File: config.mk
export PLATFORM = sky130hd
export DESIGN_NAME = bht_local_pred
export DESIGN_NICKNAME = d
export VERILOG_FILES = /design/src/rtl/bhp_pkg.sv /design/src/rtl/bhp_entry_array.sv /design/src/rtl/bhp_vote.sv /design/src/rtl/bhp_upd_ctl.sv /design/src/rtl/bht_local_pred.sv
export SDC_FILE = /design/constraint.sdc
export NUM_CORES = 2
export LEC_CHECK = 0
export ABC_CLOCK_PERIOD_IN_PS = 12100
export BUFFER_PORTS_ARGS = -buffer_cell sky130_fd_sc_hd__buf_2
export CAP_MARGIN = 20
export CORE_MARGIN = 5
export CORE_UTILIZATION = 55
export CTS_CLUSTER_SIZE = 12
export DETAILED_ROUTE_END_ITERATION = 7
export PLACE_DENSITY = 0.7
export SLEW_MARGIN = 10
export SYNTH_ARGS = -nofsm -noshare
export SYNTH_HDL_FRONTEND = slang
export SYNTH_SLANG_ARGS = --single-unit
export TNS_END_PERCENT = 1
File: constraint.sdc
create_clock -name clk -period 12.1 [get_ports clk]
set_input_delay 0.605 -clock clk [delete_from_list [all_inputs] [get_ports clk]]
set_output_delay 0.605 -clock clk [all_outputs]
set_load 0.01 [all_outputs]
File: src/rtl/bhp_pkg.sv
package bhp_pkg;

    // Action taken by the update side in one cycle.
    typedef enum logic [1:0] {
        UPD_IDLE  = 2'd0,
        UPD_ALLOC = 2'd1,
        UPD_TRAIN = 2'd2
    } upd_kind_e;

endpackage

File: src/rtl/bhp_entry_array.sv
module bhp_entry_array #(
    parameter int N_ENT  = 16,
    parameter int IDX_W  = 4,
    parameter int TAG_W  = 26,
    parameter int HIST_W = 4,
    parameter int PC_W   = 32
) (
    input  logic              clk,
    input  logic              rst_n,
    input  logic              wr_en,
    input  logic [IDX_W-1:0]  wr_idx,
    input  logic [TAG_W-1:0]  wr_tag,
    input  logic [HIST_W-1:0] wr_hist,
    input  logic [PC_W-1:0]   wr_tgt,
    input  logic [IDX_W-1:0]  a_idx,
    output logic              a_valid,
    output logic [TAG_W-1:0]  a_tag,
    output logic [HIST_W-1:0] a_hist,
    output logic [PC_W-1:0]   a_tgt,
    input  logic [IDX_W-1:0]  b_idx,
    output logic              b_valid,
    output logic [TAG_W-1:0]  b_tag,
    output logic [HIST_W-1:0] b_hist,
    output logic [PC_W-1:0]   b_tgt
);

    logic              val_q  [N_ENT];
    logic [TAG_W-1:0]  tag_q  [N_ENT];
    logic [HIST_W-1:0] hist_q [N_ENT];
    logic [PC_W-1:0]   tgt_q  [N_ENT];

    always_ff @(posedge clk or negedge rst_n) begin
        if (!rst_n) begin
            for (int e = 0; e < N_ENT; e++) begin
                val_q[e]  <= 1'b0;
                tag_q[e]  <= '0;
                hist_q[e] <= '0;
                tgt_q[e]  <= '0;
            end
        end else if (wr_en) begin
            for (int e = 0; e < N_ENT; e++) begin
                if (wr_idx == IDX_W'(e)) begin
                    val_q[e]  <= 1'b1;
                    tag_q[e]  <= wr_tag;
                    hist_q[e] <= wr_hist;
                    tgt_q[e]  <= wr_tgt;
                end
            end
        end
    end

    // Lookup side read port
    always_comb begin
        a_valid = val_q[a_idx];
        a_tag   = tag_q[a_idx];
        a_hist  = hist_q[a_idx];
        a_tgt   = tgt_q[a_idx];
    end

    // Update side read port
    always_comb begin
        b_valid = val_q[b_idx];
        b_tag   = tag_q[b_idx];
        b_hist  = hist_q[b_idx];
        b_tgt   = tgt_q[b_idx];
    end

endmodule

File: src/rtl/bhp_vote.sv
module bhp_vote #(
    parameter int HIST_W = 4
) (
    input  logic [HIST_W-1:0] hist,
    output logic              taken
);

    localparam int CNT_W = $clog2(HIST_W + 1);
    localparam int HALF  = HIST_W / 2;

    logic [CNT_W-1:0] ones;

    always_comb begin
        ones = '0;
        for (int b = 0; b < HIST_W; b++) begin
            ones = ones + CNT_W'(hist[b]);
        end
        // strict majority; a tie guesses not taken
        taken = (ones > CNT_W'(HALF));
    end

endmodule

File: src/rtl/bhp_upd_ctl.sv
module bhp_upd_ctl
    import bhp_pkg::*;
#(
    parameter int TAG_W  = 26,
    parameter int HIST_W = 4,
    parameter int PC_W   = 32
) (
    input  logic              upd_valid,
    input  logic              upd_taken,
    input  logic [TAG_W-1:0]  upd_tag,
    input  logic [PC_W-1:0]   upd_tgt,
    input  logic              ent_valid,
    input  logic [TAG_W-1:0]  ent_tag,
    input  logic [HIST_W-1:0] ent_hist,
    input  logic [PC_W-1:0]   ent_tgt,
    output upd_kind_e         kind,
    output logic              wr_en,
    output logic [HIST_W-1:0] wr_hist,
    output logic [PC_W-1:0]   wr_tgt
);

    // Classify the resolved branch
    always_comb begin
        kind = UPD_IDLE;
        if (upd_valid) begin
            if (ent_valid && (ent_tag == upd_tag)) kind = UPD_TRAIN;
            else                                   kind = UPD_ALLOC;
        end
    end

    // Produce the write data for the chosen action
    always_comb begin
        wr_en   = 1'b0;
        wr_hist = ent_hist;
        wr_tgt  = ent_tgt;
        unique case (kind)
            UPD_IDLE: begin
                wr_en = 1'b0;
            end
            UPD_ALLOC: begin
                wr_en   = 1'b1;
                wr_hist = {HIST_W{upd_taken}};
                wr_tgt  = upd_tgt;
            end
            UPD_TRAIN: begin
                wr_en   = 1'b1;
                wr_hist = {ent_hist[HIST_W-2:0], upd_taken};
                wr_tgt  = upd_taken ? upd_tgt : ent_tgt;
            end
            default: begin
                wr_en = 1'b0;
            end
        endcase
    end

endmodule

File: src/rtl/bht_local_pred.sv
module bht_local_pred
    import bhp_pkg::*;
#(
    parameter int PC_W    = 32,
    parameter int IDX_W   = 4,
    parameter int HIST_W  = 4,
    parameter int ALIGN_W = 2
) (
    input  logic            clk,
    input  logic            rst_n,
    input  logic [PC_W-1:0] lk_pc,
    output logic            pred_hit,
    output logic            pred_taken,
    output logic [PC_W-1:0] pred_target,
    input  logic            upd_valid,
    input  logic [PC_W-1:0] upd_pc,
    input  logic            upd_taken,
    input  logic [PC_W-1:0] upd_target
);

    localparam int N_ENT   = 1 << IDX_W;
    localparam int TAG_LSB = IDX_W + ALIGN_W;
    localparam int TAG_W   = PC_W - TAG_LSB;

    logic [IDX_W-1:0]  lk_idx, up_idx;
    logic [TAG_W-1:0]  lk_tag, up_tag;
    logic              a_valid, b_valid;
    logic [TAG_W-1:0]  a_tag, b_tag;
    logic [HIST_W-1:0] a_hist, b_hist;
    logic [PC_W-1:0]   a_tgt, b_tgt;
    logic              vote_taken;
    logic              lk_match;
    upd_kind_e         upd_kind;
    logic              wr_en;
    logic [HIST_W-1:0] wr_hist;
    logic [PC_W-1:0]   wr_tgt;
    logic              unused_align_bits;

    assign lk_idx = lk_pc[TAG_LSB-1:ALIGN_W];
    assign lk_tag = lk_pc[PC_W-1:TAG_LSB];
    assign up_idx = upd_pc[TAG_LSB-1:ALIGN_W];
    assign up_tag = upd_pc[PC_W-1:TAG_LSB];
    assign unused_align_bits = ^{lk_pc[ALIGN_W-1:0], upd_pc[ALIGN_W-1:0]};

    bhp_entry_array #(
        .N_ENT (N_ENT),
        .IDX_W (IDX_W),
        .TAG_W (TAG_W),
        .HIST_W(HIST_W),
        .PC_W  (PC_W)
    ) u_store (
        .clk    (clk),
        .rst_n  (rst_n),
        .wr_en  (wr_en),
        .wr_idx (up_idx),
        .wr_tag (up_tag),
        .wr_hist(wr_hist),
        .wr_tgt (wr_tgt),
        .a_idx  (lk_idx),
        .a_valid(a_valid),
        .a_tag  (a_tag),
        .a_hist (a_hist),
        .a_tgt  (a_tgt),
        .b_idx  (up_idx),
        .b_valid(b_valid),
        .b_tag  (b_tag),
        .b_hist (b_hist),
        .b_tgt  (b_tgt)
    );

    bhp_vote #(
        .HIST_W(HIST_W)
    ) u_vote (
        .hist (a_hist),
        .taken(vote_taken)
    );

    bhp_upd_ctl #(
        .TAG_W (TAG_W),
        .HIST_W(HIST_W),
        .PC_W  (PC_W)
    ) u_upd (
        .upd_valid(upd_valid),
        .upd_taken(upd_taken),
        .upd_tag  (up_tag),
        .upd_tgt  (upd_target),
        .ent_valid(b_valid),
        .ent_tag  (b_tag),
        .ent_hist (b_hist),
        .ent_tgt  (b_tgt),
        .kind     (upd_kind),
        .wr_en    (wr_en),
        .wr_hist  (wr_hist),
        .wr_tgt   (wr_tgt)
    );

    // Lookup outputs: static not-taken fallback on a miss
    always_comb begin
        lk_match    = a_valid && (a_tag == lk_tag);
        pred_hit    = lk_match;
        pred_taken  = lk_match && vote_taken;
        pred_target = lk_match ? a_tgt : '0;
    end

endmodule

==> load_flow_metrics.sql <==
INSERT INTO impl_metrics (metric_group, metric, value, unit) VALUES
('synth', 'synth_ff_type', 'dfrtp_1', ''),
('setup_path', 'crit_fanout', '78', ''),
('detailed_routing', 'vias_per_cell', '6.688', ''),
('setup_path', 'worst_ep_arrival_time', '5910', 'ps'),
('clock_tree', 'clock_tree.buffer_depth', '3', ''),
('floorplanning', 'die_w', '337.7', 'um'),
('clock_tree', 'tritoncts', 'done', ''),
('setup_path', 'critical_path_data_required_time', '11490', 'ps'),
('synth', 'synth_edf_count', '0', ''),
('setup_path', 'crit_path_end_kind', 'primary output', ''),
('sta', 'slew_headroom', '20.02', '%'),
('synth', 'postSynthCellCount', '5591', ''),
('floorplanning', 'start_util', '55.24', '%'),
('clock_tree', 'postCtsSetupRepairBufs', '0', ''),
('synth', 'synthesis.area', '59050', 'sq um'),
('layout', 'fin_nets', '5482', ''),
('detailed_routing', 'firstDrtPassIters', '6', ''),
('layout', 'area.growth.synth_to_final', '8.549', '%'),
('grt', 'global_route.usage.met1', '46.16', '%'),
('placed_design', 'gp_congestion', '0.8437', ''),
('grt', 'global_route.usage.met3', '7.555', '%'),
('sta', 'maxClockFrequency', '153.4', 'MHz'),
('setup_path', 'setup.worst_path.class', 'input port to primary output', ''),
('power', 'power.share.combinational', '20.7', '%'),
('floorplanning', 'num_rows', '120', ''),
('sta', 'worstMarginPinSlew', '1200', 'ps'),
('grt', 'aggregate_global_route_resource_usage', '34.08', '%'),
('setup_path', 'cp-start-kind', 'input port', ''),
('synth', 'async_reset_ff_share', '100.0', '%'),
('synth', 'ys_seq_elements', '1008', ''),
('clock_tree', 'worst_setup_hold_path_clk_slew', '60', 'ps'),
('grt', 'grt_max_degree', '164', ''),
('grt', 'grt_antenna_before_repair', '7', ''),
('synth', 'synth.area.top_cells', 'dfrtp_1 (43%), mux4_2 (20%), mux2i_1 (11%), nand2_1 (8.0%), a21oi_1 (4.5%)', ''),
('floorplanning', 'area_enclosed_by_the_die_boundary', '114000', 'sq um'),
('power', 'power.sequential.fraction', '43.6', '%'),
('layout', 'layout-drive-gt1-share', '18.93', '%'),
('synth', 'yosysWarningCount', '0', ''),
('grt', 'via_count_of_the_first_global_routing_pass', '45520', ''),
('power', 'power_switching_share', '29.27', '%'),
('flow_run', 'max_cap_viols', '0', ''),
('sta', 'setup-tns-final', '0', 'ps'),
('detailed_routing', 'vias', '46040', ''),
('sta', 'post-route-min-period', '6520', 'ps'),
('synth', 'yosysMostFrequentCell', 'nand2_1', ''),
('sta', 'setup-violations-final', '0', ''),
('clock_tree', 'clock_sink_count', '1008', ''),
('sta', 'final_min_period_over_clock_period', '53.88', '%'),
('synth', 'syn-num-nets', '5695', ''),
('synth', 'netlist-cell-type-count', '56', ''),
('synth', 'netlist.area_leader.share', '42.71', '%'),
('floorplanning', 'core_area', '106900', 'sq um'),
('placed_design', 'dpl.hpwl', '102500', 'um'),
('status', 'status', 'complete, no violations', ''),
('placed_design', 'placedInstanceArea', '59920', 'sq um'),
('synth', 'synth_sequential_area_ratio', '42.71', '%'),
('detailed_routing', 'drc', '0', ''),
('grt', 'grt_pass1_wl', '291800', 'um'),
('grt', 'global_route.usage.met2', '52.74', '%'),
('clock_tree', 'htree_num_levels', '3', ''),
('power', 'cellPowerDensity', '159.5', 'nW/um^2'),
('synth', 'synth_common_cells', 'nand2_1 (1262), dfrtp_1 (1008), mux2i_1 (644), nor2_1 (610), mux4_2 (531)', ''),
('floorplanning', 'top_level_ports', '134', ''),
('floorplanning', 'die_height', '337.7', 'um'),
('power', 'intPower', '7.230', 'mW'),
('detailed_routing', 'detailedRoute.firstIterationViolations', '6343', ''),
('clock_tree', 'insertion_delay', '730', 'ps'),
('detailed_routing', 'post_drt_wl_per_cell', '28.29', 'um'),
('grt', 'top_usage_layer', 'met2', ''),
('sta', 'setup_skew_after_layout', '36.08', 'ps'),
('clock_tree', 'cts-buffers-inserted', '111', '');
## cell families (layout without fill, tap and decap cells)
kind of cell | count (synthesis) | after routing | synth area share [%]
AO/OA/AOI/OAI | 733 | 733 | 6.594
XOR/XNOR | 47 | 47 | 0.6971
adder cells (fa/ha/maj) | 4 | 4 | 0.09747
buffers and inverters | 564 | 446 | 4.221
flip-flops | 1008 | 1008 | 42.71
multiplexers | 1220 | 1220 | 32.03
other | 0 | 8 | 0
AND/OR/NAND/NOR | 2015 | 2015 | 13.65
## registers in the layout, indices dropped and copies added, names as in the netlist
signal	flops
u_store.tgt_q	512
u_store.tag_q	416
u_store.hist_q	64
u_store.val_q	16
## power by group through the flow
stage | logic [mW] | clock network (mW) | registers, mW
2_1_floorplan | 1.60 | 0 | 4.32
3_3_place_gp | 2.00 | 0 | 4.45
3_5_place_dp | 2.07 | 0 | 4.49
4_1_cts | 2.08 | 3.67 | 4.44
5_1_grt | 2.30 | 3.81 | 4.52
6_report | 2.11 | 3.65 | 4.46
## worst paths after layout
kind,endpoint,start,cells after the start,slack [ps]
max,pred_taken,lk_pc[4],13,5580
min,u_store.tag_q[287]$_DFFE_PN0P_,upd_pc[7],3,280
max reg2reg,u_store.tgt_q[296]$_DFFE_PN0P_,u_store.tag_q[9]$_DFFE_PN0P_,9,7560
min reg2reg,u_store.val_q[15]$_DFFE_PN0P_,u_store.val_q[15]$_DFFE_PN0P_,1,490
max in group asynchronous,u_store.tgt_q[305]$_DFFE_PN0P_,rst_n,5,8570
min in group asynchronous,u_store.tag_q[266]$_DFFE_PN0P_,rst_n,2,520
## timing repair
action                                 CTS  global route
setup endpoints to repair                0             0
resized for setup                        0             0
endpoints found under the hold margin   95             0
hold buffers                             1             0
## cell type report
cell class              count  area, sq um
flip-flops and latches   1008        25220
well taps                1403         1755
diodes                      8        20.02
repair buffers            230         1555
fillers                  8569        42800
clock inverters            41        638.1
inverters                   8        30.03
clock buffers             167         3248
multi-input cells        4019        31630
## routing by layer
metal / routed length, um / share of wire [%]
met5: 22 / 0.011
met4: 10730 / 5.5
met3: 21840 / 11
met2: 89570 / 46
met1: 72610 / 37
## layout by cell type, fill, tap and decap left out, types with 6 or more instances in the layout
master and count:
a22oi_1 25, mux2i_1 644, o21ai_0 68, and2_1 6, nor4_1 7, o22ai_1 6, xor2_1 12, buf_8 6
dfrtp_1 1008, nand3_1 7, diode_2 8, bufinv_16 15, nor2b_1 47, clkbuf_16 111, nor2_1 594, mux4_2 531
nand2b_1 21, clkbuf_1 30, and3_1 11, nand3_4 16, nor3_1 10, nor2_4 16, clkbuf_8 26, a21oi_1 526
a31oi_1 51, o21ai_1 31, nand4_1 11, buf_4 95, mux2_2 45, xnor2_1 35, buf_2 120, inv_1 8
nand2_4 16, nand2_1 1246, clkinv_2 17
## per-stage QoR
step	util (%)	power (mW)	worst slack, ps	hold slack [ps]	instances
after floorplan	-	5.923	6568	309.4	5591
after global placement	56.05	6.446	5411	467.8	6635
after detailed placement	56.05	6.557	5233	472.6	6635
after CTS	59.70	10.18	5524	250.4	6844
after global routing	59.95	10.64	5420	288.0	6880
final	59.96	10.22	5580	284.8	6884
## worst max-delay path: stages
cell and delay [ps]:
buf_8 570, buf_4 860, buf_4 920, mux4_2 410, nor2b_1 150, a211oi_1 250
a21oi_1 170, xor2_1 240, nor4_1 290, nand4_1 130, buf_4 410, a211oi_1 610
buf_2 240
Note: power is estimated with default switching activity, not from simulation.
